`src/rtl/irqc_pkg.sv`:
```
package irqc_pkg;
  localparam int GRP_W = 3;
  localparam int SUB_W = 2;
  localparam int KEY_W = GRP_W + SUB_W;

  typedef logic [GRP_W-1:0] grp_t;
  typedef logic [SUB_W-1:0] sub_t;
  typedef logic [KEY_W-1:0] key_t;

  // Ordering key: group in the upper bits, subgroup in the lower bits.
  function automatic key_t rank_key(grp_t g, sub_t s);
    return {g, s};
  endfunction

  // Strictly better: equal keys do not displace an earlier (lower index) holder.
  function automatic logic key_beats(key_t cand, key_t held);
    return cand > held;
  endfunction

  function automatic grp_t key_group(key_t k);
    return k[KEY_W-1:SUB_W];
  endfunction
endpackage

```
`src/rtl/irqc_pend_bank.sv`:
```
module irqc_pend_bank #(
  parameter int NUM_SRC = 8
) (
  input  logic               clk,
  input  logic               rst_n,
  input  logic [NUM_SRC-1:0] set_i,
  input  logic [NUM_SRC-1:0] clr_i,
  output logic [NUM_SRC-1:0] flag_o
);
  for (genvar i = 0; i < NUM_SRC; i++) begin : g_flag
    always_ff @(posedge clk) begin
      if (!rst_n)        flag_o[i] <= 1'b0;
      else if (set_i[i]) flag_o[i] <= 1'b1;
      else if (clr_i[i]) flag_o[i] <= 1'b0;
    end
  end
endmodule

```
`src/rtl/irqc_arbiter.sv`:
```
module irqc_arbiter
  import irqc_pkg::*;
#(
  parameter int NUM_SRC = 8,
  parameter int ID_W    = 3
) (
  input  logic [NUM_SRC-1:0]       elig_i,
  input  logic [NUM_SRC*GRP_W-1:0] grp_i,
  input  logic [NUM_SRC*SUB_W-1:0] sub_i,
  output logic                     win_valid_o,
  output logic [ID_W-1:0]          win_id_o,
  output grp_t                     win_grp_o
);
  key_t best_key;
  key_t cand;

  always_comb begin
    win_valid_o = 1'b0;
    win_id_o    = '0;
    best_key    = '0;
    cand        = '0;
    for (int i = 0; i < NUM_SRC; i++) begin
      cand = rank_key(grp_i[i*GRP_W +: GRP_W], sub_i[i*SUB_W +: SUB_W]);
      if (elig_i[i] && (!win_valid_o || key_beats(cand, best_key))) begin
        win_valid_o = 1'b1;
        win_id_o    = ID_W'(i);
        best_key    = cand;
      end
    end
  end

  assign win_grp_o = key_group(best_key);
endmodule

```
`src/rtl/irqc_level_stack.sv`:
```
module irqc_level_stack
  import irqc_pkg::*;
#(
  parameter int DEPTH = 7,
  parameter int SP_W  = 3
) (
  input  logic            clk,
  input  logic            rst_n,
  input  logic            push_i,
  input  logic            pop_i,
  input  grp_t            push_lvl_i,
  output grp_t            cur_lvl_o,
  output logic [SP_W-1:0] depth_o
);
  localparam int IDX_W = $clog2(DEPTH);

  grp_t saved [DEPTH];

  always_ff @(posedge clk) begin
    if (!rst_n) begin
      cur_lvl_o <= '0;
      depth_o   <= '0;
    end else if (pop_i && depth_o != '0) begin
      cur_lvl_o <= saved[IDX_W'(depth_o - 1'b1)];
      depth_o   <= depth_o - 1'b1;
    end else if (push_i && depth_o != SP_W'(DEPTH)) begin
      saved[IDX_W'(depth_o)] <= cur_lvl_o;
      cur_lvl_o              <= push_lvl_i;
      depth_o                <= depth_o + 1'b1;
    end
  end
endmodule

```
`src/rtl/nest_irq_ctrl.sv`:
```
module nest_irq_ctrl
  import irqc_pkg::*;
#(
  parameter int NUM_SRC     = 8,
  parameter int STACK_DEPTH = 7,
  localparam int ID_W = (NUM_SRC > 1) ? $clog2(NUM_SRC) : 1
) (
  input  logic                     clk,
  input  logic                     rst_n,
  input  logic [NUM_SRC-1:0]       src_pulse,
  input  logic [NUM_SRC-1:0]       sw_set,
  input  logic [NUM_SRC-1:0]       clr_strobe,
  input  logic [NUM_SRC-1:0]       src_en,
  input  logic [NUM_SRC*GRP_W-1:0] src_grp,
  input  logic [NUM_SRC*SUB_W-1:0] src_sub,
  input  logic                     glob_en,
  output logic                     core_req,
  output logic [ID_W-1:0]          core_vec,
  output logic [GRP_W-1:0]         core_lvl,
  input  logic                     core_ack,
  input  logic                     core_rfi,
  output logic [GRP_W-1:0]         run_lvl,
  output logic [NUM_SRC-1:0]       pend_o
);
  localparam int SP_W = $clog2(STACK_DEPTH + 1);

  logic [NUM_SRC-1:0] elig;
  logic               win_valid;
  logic [ID_W-1:0]    win_id;
  grp_t               win_grp;
  logic [SP_W-1:0]    stk_depth;
  logic               stk_full;
  logic               grant_fire;
  logic               ret_fire;

  irqc_pend_bank #(.NUM_SRC(NUM_SRC)) u_pend (
    .clk(clk), .rst_n(rst_n),
    .set_i(src_pulse | sw_set), .clr_i(clr_strobe), .flag_o(pend_o)
  );

  for (genvar i = 0; i < NUM_SRC; i++) begin : g_elig
    assign elig[i] = pend_o[i] & src_en[i] & (src_grp[i*GRP_W +: GRP_W] != '0);
  end

  irqc_arbiter #(.NUM_SRC(NUM_SRC), .ID_W(ID_W)) u_arb (
    .elig_i(elig), .grp_i(src_grp), .sub_i(src_sub),
    .win_valid_o(win_valid), .win_id_o(win_id), .win_grp_o(win_grp)
  );

  assign stk_full   = (stk_depth == SP_W'(STACK_DEPTH));
  assign core_req   = glob_en & win_valid & (win_grp > run_lvl) & ~stk_full;
  assign core_vec   = win_id;
  assign core_lvl   = win_grp;
  assign grant_fire = core_ack & core_req & ~core_rfi;
  assign ret_fire   = core_rfi & (stk_depth != '0);

  irqc_level_stack #(.DEPTH(STACK_DEPTH), .SP_W(SP_W)) u_stk (
    .clk(clk), .rst_n(rst_n),
    .push_i(grant_fire), .pop_i(ret_fire), .push_lvl_i(win_grp),
    .cur_lvl_o(run_lvl), .depth_o(stk_depth)
  );
endmodule

```
`config.mk`:
```
export PLATFORM = sky130hd
export DESIGN_NAME = nest_irq_ctrl
export DESIGN_NICKNAME = d
export VERILOG_FILES = /design/src/rtl/irqc_pkg.sv /design/src/rtl/irqc_pend_bank.sv /design/src/rtl/irqc_arbiter.sv /design/src/rtl/irqc_level_stack.sv /design/src/rtl/nest_irq_ctrl.sv
export SDC_FILE = /design/constraint.sdc
export NUM_CORES = 1
export LEC_CHECK = 0
export BUFFER_PORTS_ARGS = -buffer_cell sky130_fd_sc_hd__buf_2
export CAP_MARGIN = 20
export CORE_ASPECT_RATIO = 0.7
export CORE_MARGIN = 2
export CORE_UTILIZATION = 54
export CTS_CLUSTER_DIAMETER = 50
export DETAILED_ROUTE_END_ITERATION = 12
export PLACE_DENSITY = 0.8
export SLEW_MARGIN = 20
export SYNTH_ARGS = -nofsm -noshare
export SYNTH_HDL_FRONTEND = slang
export SYNTH_SLANG_ARGS = --single-unit
```
`constraint.sdc`:
```
create_clock -name clk -period 18.4 [get_ports clk]
set_clock_uncertainty 0.15 [all_clocks]
set_input_delay 2.76 -clock clk [delete_from_list [all_inputs] [get_ports clk]]
set_output_delay 2.76 -clock clk [all_outputs]
set_load 0.03 [all_outputs]
```
==> summary.txt, run 1 <==
Status
  • Outcome: finished clean

Die
  • Core Region: 6160 um2
  • Full die area: 6980 um2
  • Die height: 70.5 um
  • Die W: 99.0 um
  • Rows: 24
  • Initial core utilization: 55.4%
  • IO Count: 95

Power and ir drop
  • Sequential power share: 29.7%
  • LEAKAGE: 1.87 nW
  • Sw Share: 44.6%
  • Power Density: 92.2 nW/um2
  • Worst vdd ir: 0.0544 mV
  • Clock power share: 13.6%
  • Sw power: 0.173 mW
  • Combinational power share: 56.7%
  • Int Pwr: 0.214 mW

Synthesis
  • Synth area leaders: edfxtp_1 18%, ha_1 15%, dfxtp_1 8.2%, inv_1 3.3%, a21oi_1 3.2%
  • Most common cell in the netlist: ha_1
  • Post-synth net total: 491
  • Synth area leader: edfxtp_1
  • Share of the synthesized area in the top cell type: 18.5%
  • Cell count after synthesis: 373
  • Post-synth EDFFs: 21
  • Warnings, synthesis: 0
  • Avg Synthesized Cell Area: 9.14 um2
  • Post-synthesis sequential area ratio: 26.7%
  • Yosys cell types: 69
  • Async set or reset register ratio after synthesis: 0%
  • Mapped Area: 3410 um2
  • Synth Flop Type: edfxtp_1
  • Yosys reg bits: 35
  • Synth top cells by count: 41 x ha_1, 30 x inv_1, 24 x nor2_1, 22 x a21oi_1, 22 x o21ai_0

STA
  • Max Fclk: 56.3 MHz
  • Slew Viols, Final: 0
  • Fin crit period: 17760 ps
  • Final setup vio count: 0
  • Post-route setup slack: 639 ps
  • Tightest Pin Transition: 707 ps
  • Relative slew slack: 52.7%
  • Final Cycle Share: 96.5%
  • Final Hold Viols: 0

Placement
  • Placed cell area: 3960 um2
  • Pre-CTS WS: 49.3 ps
  • Port-buffer cells: 94
  • GP Congestion: 0.896
  • Post-DP HPWL: 7560 um

Clocking
  • Worst skew pair latency: 280 ps
  • Clk root buf: clkbuf_8
  • H-Tree Depth: 2
  • Clock Sinks: 35
  • CTS Buf Count: 5
  • Clock-pin transition on the worst setup and hold timing paths: 70 ps
  • Max clock buf depth: 2
  • CTS tree: yes

Min path
  • Hold WC Path Type: reg2reg
  • Min-delay src: u_stk.cur_lvl_o[2]
  • Hold path cells: 0
  • WHS Endpoint: u_stk.saved[2][2]

Global routing
  • Antenna violations before repair: 0
  • Pin count of the biggest net entering global routing: 17
  • Gr usage total: 26.6%
  • First-pass GRT wire length: 15100 um
  • Gr ovfl total: 0
  • Via count of the first global-routing pass: 3247

Critical path
  • Crit-path max cell delay: 420 ps
  • CP Launch Type: primary input
  • Reg2reg start: u_pend.flag_o[0]
  • Reg2Reg Depth: 61
  • Arr. time, crit path: 14850 ps
  • Crit end category: output pin
  • Worst Path Max Fanout: 9
  • Worst R2R End: u_stk.saved[2][0]
  • Most common cell on crit path: ha_1
  • Delay-heaviest family, CP: compound AO/OA/AOI/OAI gates
  • Data required, critical path: 15490 ps
  • CP max-delay cell: o311a_4
  • Setup CP Type: in2out
  • Reg2reg setup slack: 4670 ps
  • Buffers & Inverters on Critical Path: 7

Finish
  • Design area: 4200 um2
  • Register area: 911 um2
  • Final #Nets: 601
  • # diodes: 0
  • Ratio of cells with drive above 1 in the final layout: 33.5%
  • Multi-input gate area: 2400 um2
  • Area Overhead vs Synth: 23.2%
  • Filler Cells Inserted: 512
  • Post-layout util: 68.2%

Route
  • DR pass1 iterations: 4
  • Vias per inst: 6.04
  • Iter 0 DRT Violations: 214
  • Total Routed Length: 9440 um
  • Via Count: 3395
  • Routed length per instance: 16.8 um
  • DR DRC count: 0
  • Final ANT Viol Nets: 0

Run
  • Maxcap violations: 0
==> layout by cell type, fill, tap and decap left out, types with 5 or more instances in the layout <==
| master | n |
|---|---|
| o21a_1 | 9 |
| inv_1 | 29 |
| o21ai_0 | 21 |
| a21oi_1 | 19 |
| nand3_1 | 11 |
| buf_4 | 17 |
| nand2_1 | 18 |
| mux2i_1 | 8 |
| nor2b_1 | 15 |
| clkbuf_8 | 5 |
| and3_1 | 9 |
| ha_1 | 41 |
| nor3_1 | 14 |
| a31oi_1 | 7 |
| nand2b_1 | 5 |
| and2_1 | 6 |
| dfxtp_1 | 14 |
| buf_2 | 94 |
| mux2_2 | 6 |
| nor2_1 | 23 |
| o31a_1 | 11 |
| edfxtp_1 | 21 |
==> registers in the layout, summed over array words and instances, names as in the netlist <==
signal and cells:
u_stk.saved 21, u_stk.cur_lvl_o 3, u_pend.flag_o 8, u_stk.depth_o 3
==> worst register-to-register path, delay by kind of cell, from the launching register on <==
family,cells,cell delay (ps)
muxes,2,660
adders and majority gates,8,2400
and+or+nand+nor,16,2880
AOI/OAI and AO/OA,30,6090
buffers and inverters,5,760
DFF,1,400
==> kinds of logic after synthesis <==
logic type / count (synthesis) / share of synthesized area [%]
mux: 20 / 7.34
flops: 35 / 26.7
xor+xnor: 2 / 0.514
compound gates: 118 / 27.0
fa+ha+maj: 41 / 15.0
buf+inv: 38 / 4.66
simple gates: 119 / 18.7
==> worst max path at each step <==
stage / from / endpoint / slack [ps] / cells past startpoint
finish: src_grp[0] / core_req / 640 / 60
global route: src_grp[0] / core_req / -70 / 62
CTS: src_grp[0] / core_req / 150 / 60
detailed placement: src_grp[0] / core_req / 50 / 60
global placement: src_grp[0] / core_req / 480 / 62
floorplan: src_grp[0] / core_req / 930 / 59
==> area by class of cell <==
class                   count  share of cell area, %
multi-input cells         300                   57.1
flip-flops and latches     35                   21.7
repair buffers            111                   14.2
inverters                  30                   2.68
well taps                  78                   2.32
clock buffers               7                   1.82
clock inverters             1                  0.119
==> layer usage <==
layer  vias to the layer above  track usage [%]  share of wire (%)
met2                       116             41.5                 45
met1                      1618             38.7                 47
li1                       1647                -                  -
met5                         -                0                  0
met4                         0             6.85                1.4
met3                        14             3.80                6.2
==> power groups by stage <==
stage | clock network (mW) | logic [mW] | registers, mW
6_report | 0.0527 | 0.220 | 0.115
5_1_grt | 0.0565 | 0.241 | 0.117
4_1_cts | 0.0531 | 0.210 | 0.115
3_5_place_dp | 0 | 0.208 | 0.117
3_3_place_gp | 0 | 0.198 | 0.115
2_1_floorplan | 0 | 0.151 | 0.113
==> stage by stage <==
stage / cells / power (mW) / hold slack, ps / TNS [ps]
3_3_place_gp: 541 / 0.313 / 444 / 0
6_report: 562 / 0.387 / 475 / 0
2_1_floorplan: 373 / 0.264 / 497 / 0
5_1_grt: 562 / 0.415 / 488 / -65.1
3_5_place_dp: 541 / 0.324 / 452 / 0
4_1_cts: 549 / 0.378 / 468 / 0
==> what timing repair did <==
action,CTS,global route
endpoints found under the setup margin,1,7
pin swaps,0,5
gates resized for setup,1,14
setup buffers,0,13
hold buffers,0,0
(Power assumes the default switching activity.)
==> run 2, diff against run 1 <==
Clock period 18.4 ns to 17.26 ns, I/O delays scaled along.
==> run 2 against run 1 <==
Against the previous run: worst setup slack lost 470 ps; via count grew 4.2%; clock power grew 39%; global-route usage shrank 0.11 points; final area grew 9.7%; sequential share of layout area shrank 1.9 points; sequential power grew 7%.
==> summary.txt, run 2 (synthesized netlist as in run 1, its figures left out) <==
STA
  • Final setup vio count: 0 (unchanged)
  • Slew Viols, Final: 0 (unchanged)
  • Final Hold Viols: 0 (unchanged)
  • Final Cycle Share: 99.0%
  • Max Fclk: 58.5 MHz
  • Relative slew slack: 53.5% (+0.76 points)
  • Fin crit period: 17090 ps
  • Hold WS: 478 ps (+3.19 ps)
  • Tightest Pin Transition: 689 ps (-17.8 ps)
  • Setup tns final: 0 ps (unchanged)

Clocking
  • CTS Buf Count: 5 (unchanged)
  • Clock-pin transition on the worst setup and hold timing paths: 70 ps (about the same)
  • CTS tree: yes
  • Clock Sinks: 35 (unchanged)
  • Worst skew pair latency: 280 ps (about the same)
  • Hold_buf cts: 0 (unchanged)
  • H-Tree Depth: 2 (unchanged)
  • Max clock buf depth: 2 (unchanged)
  • Clk root buf: clkbuf_8

Finish
  • # diodes: 0 (unchanged)
  • Area Overhead vs Synth: 35.1%
  • Biggest register: u_stk.saved
  • Commonest non-fill, non-tap cell in the layout: buf_2
  • Largest register FFs: 21 (unchanged)
  • Regs by FF count: u_stk.saved (21), u_pend.flag_o (8)
  • Post-layout util: 74.8% (+6.6 points)
  • Ratio of cells with drive above 1 in the final layout: 42.7% (+9.2 points)
  • Design area: 4610 um2 (+9.7%)
  • Most frequent cells in the layout: 93 x buf_2, 37 x buf_4, 31 x ha_1
  • Non-filler cells, final: 582 (+3.6%)
  • Final #Nets: 621 (+3.3%)

Placement
  • Placed cell area: 3990 um2 (+0.76%)
  • Cell total after placement: 545 (+0.74%)
  • Port-buffer cells: 94 (unchanged)
  • GP Congestion: 0.900 (+0.48%)
  • Post-DP HPWL: 7510 um (-0.66%)

Route
  • Via Count: 3537 (+4.2%)
  • Final ANT Viol Nets: 0 (unchanged)
  • Iter 0 DRT Violations: 189 (-12%)
  • DR pass1 iterations: 5 (+1)
  • Total Routed Length: 10400 um (+9.9%)
  • Vias per inst: 6.08 (+0.60%)
  • Routed length per instance: 17.8 um (+6.2%)
  • DR DRC count: 0 (unchanged)

Critical path
  • Worst Path Max Fanout: 8 (-1)
  • Crit end category: output pin
  • CP Launch Type: primary input
  • CP max-delay cell: o311a_4
  • Crit-path max cell delay: 420 ps (about the same)
  • Data required, critical path: 14520 ps (-970 ps)
  • Arr. time, crit path: 14350 ps (-500 ps)
  • Setup CP Type: in2out

Global routing
  • GRT met1 Usage: 38.3% (-0.38 points)
  • Antenna violations before repair: 0 (unchanged)
  • GRT busiest layer: met2
  • Via count of the first global-routing pass: 3214 (-1.0%)
  • Global routing usage on met3: 3.30% (-0.50 points)
  • Pin count of the biggest net entering global routing: 17 (unchanged)
  • Gr usage total: 26.5% (-0.11 points)
  • Met2 usage: 43.3% (+1.8 points)
  • First-pass GRT wire length: 15100 um (+0.23%)
  • Gr ovfl total: 0 (unchanged)

Die
  • Full die area: 6980 um2 (unchanged)
  • Die height: 70.5 um (unchanged)
  • Initial core utilization: 55.4% (unchanged)
  • Core Region: 6160 um2 (unchanged)
  • Die W: 99.0 um (unchanged)
  • IO Count: 95 (unchanged)
  • Rows: 24 (unchanged)

Power and ir drop
  • Power Density: 101 nW/um2 (+9.9%)
  • LEAKAGE: 2.02 nW (+8.0%)
  • Worst vdd ir: 0.0580 mV (+6.6%)

Min path
  • Hold WC Path Type: reg2reg

Run
  • Maxcap violations: 0 (unchanged)

Status
  • Outcome: finished clean
-- run 2: cell type report --
cell class	instances	area (um2)
flip-flops and latches	35	911
repair buffers	131	754
inverters	30	113
well taps	78	97.6
fillers	457	1550
clock inverters	3	43.8
clock buffers	5	68.8
multi-input cells	300	2620
-- run 2: power by group --
group	internal, mW	total (mW)	leakage [nW]	switching (mW)
sequential	0.102	0.123	0.310	0.0208
clock	0.0430	0.0730	0.0581	0.0300
combinational	0.120	0.270	1.66	0.151
-- run 2: critical path: cells and delay by family --
| family | cells | cell delay, ps |
|---|---|---|
| muxes | 1 | 320 |
| buffers and inverters | 10 | 1270 |
| and+or+nand+nor | 10 | 1590 |
| AOI/OAI and AO/OA | 34 | 6560 |
| adders and majority gates | 8 | 2010 |
-- run 2: path summary, 6_finish.rpt --
path              slack [ps]              from  depth (start not counted)                end
setup / recovery         170        src_grp[2]                         63           core_req
hold / removal           480  u_stk.depth_o[2]                          2   u_stk.depth_o[2]
setup reg to reg        3820  u_pend.flag_o[0]                         65  u_stk.saved[1][2]
hold reg to reg          480  u_stk.depth_o[2]                          2   u_stk.depth_o[2]
-- run 2: routing by layer --
metal / vias to the layer above / share of wire [%]
met3: 18 / 6.9
met5: - / 0
met1: 1668 / 44
met4: 0 / 1.1
met2: 165 / 48
li1: 1686 / -
-- run 2: through the flow --
stage	power (mW)	setup WS, ps
after floorplan	0.282	134
after global placement	0.336	152
after detailed placement	0.346	-255
after CTS	0.421	13.4
after global routing	0.494	-267
final	0.467	174
-- run 2: timing repair --
item / 4_1_cts / 5_1_grt
pin swaps: 2 / 32
setup buffers: 2 / 27
resized for setup: 5 / 51
endpoints found under the setup margin: 1 / 7
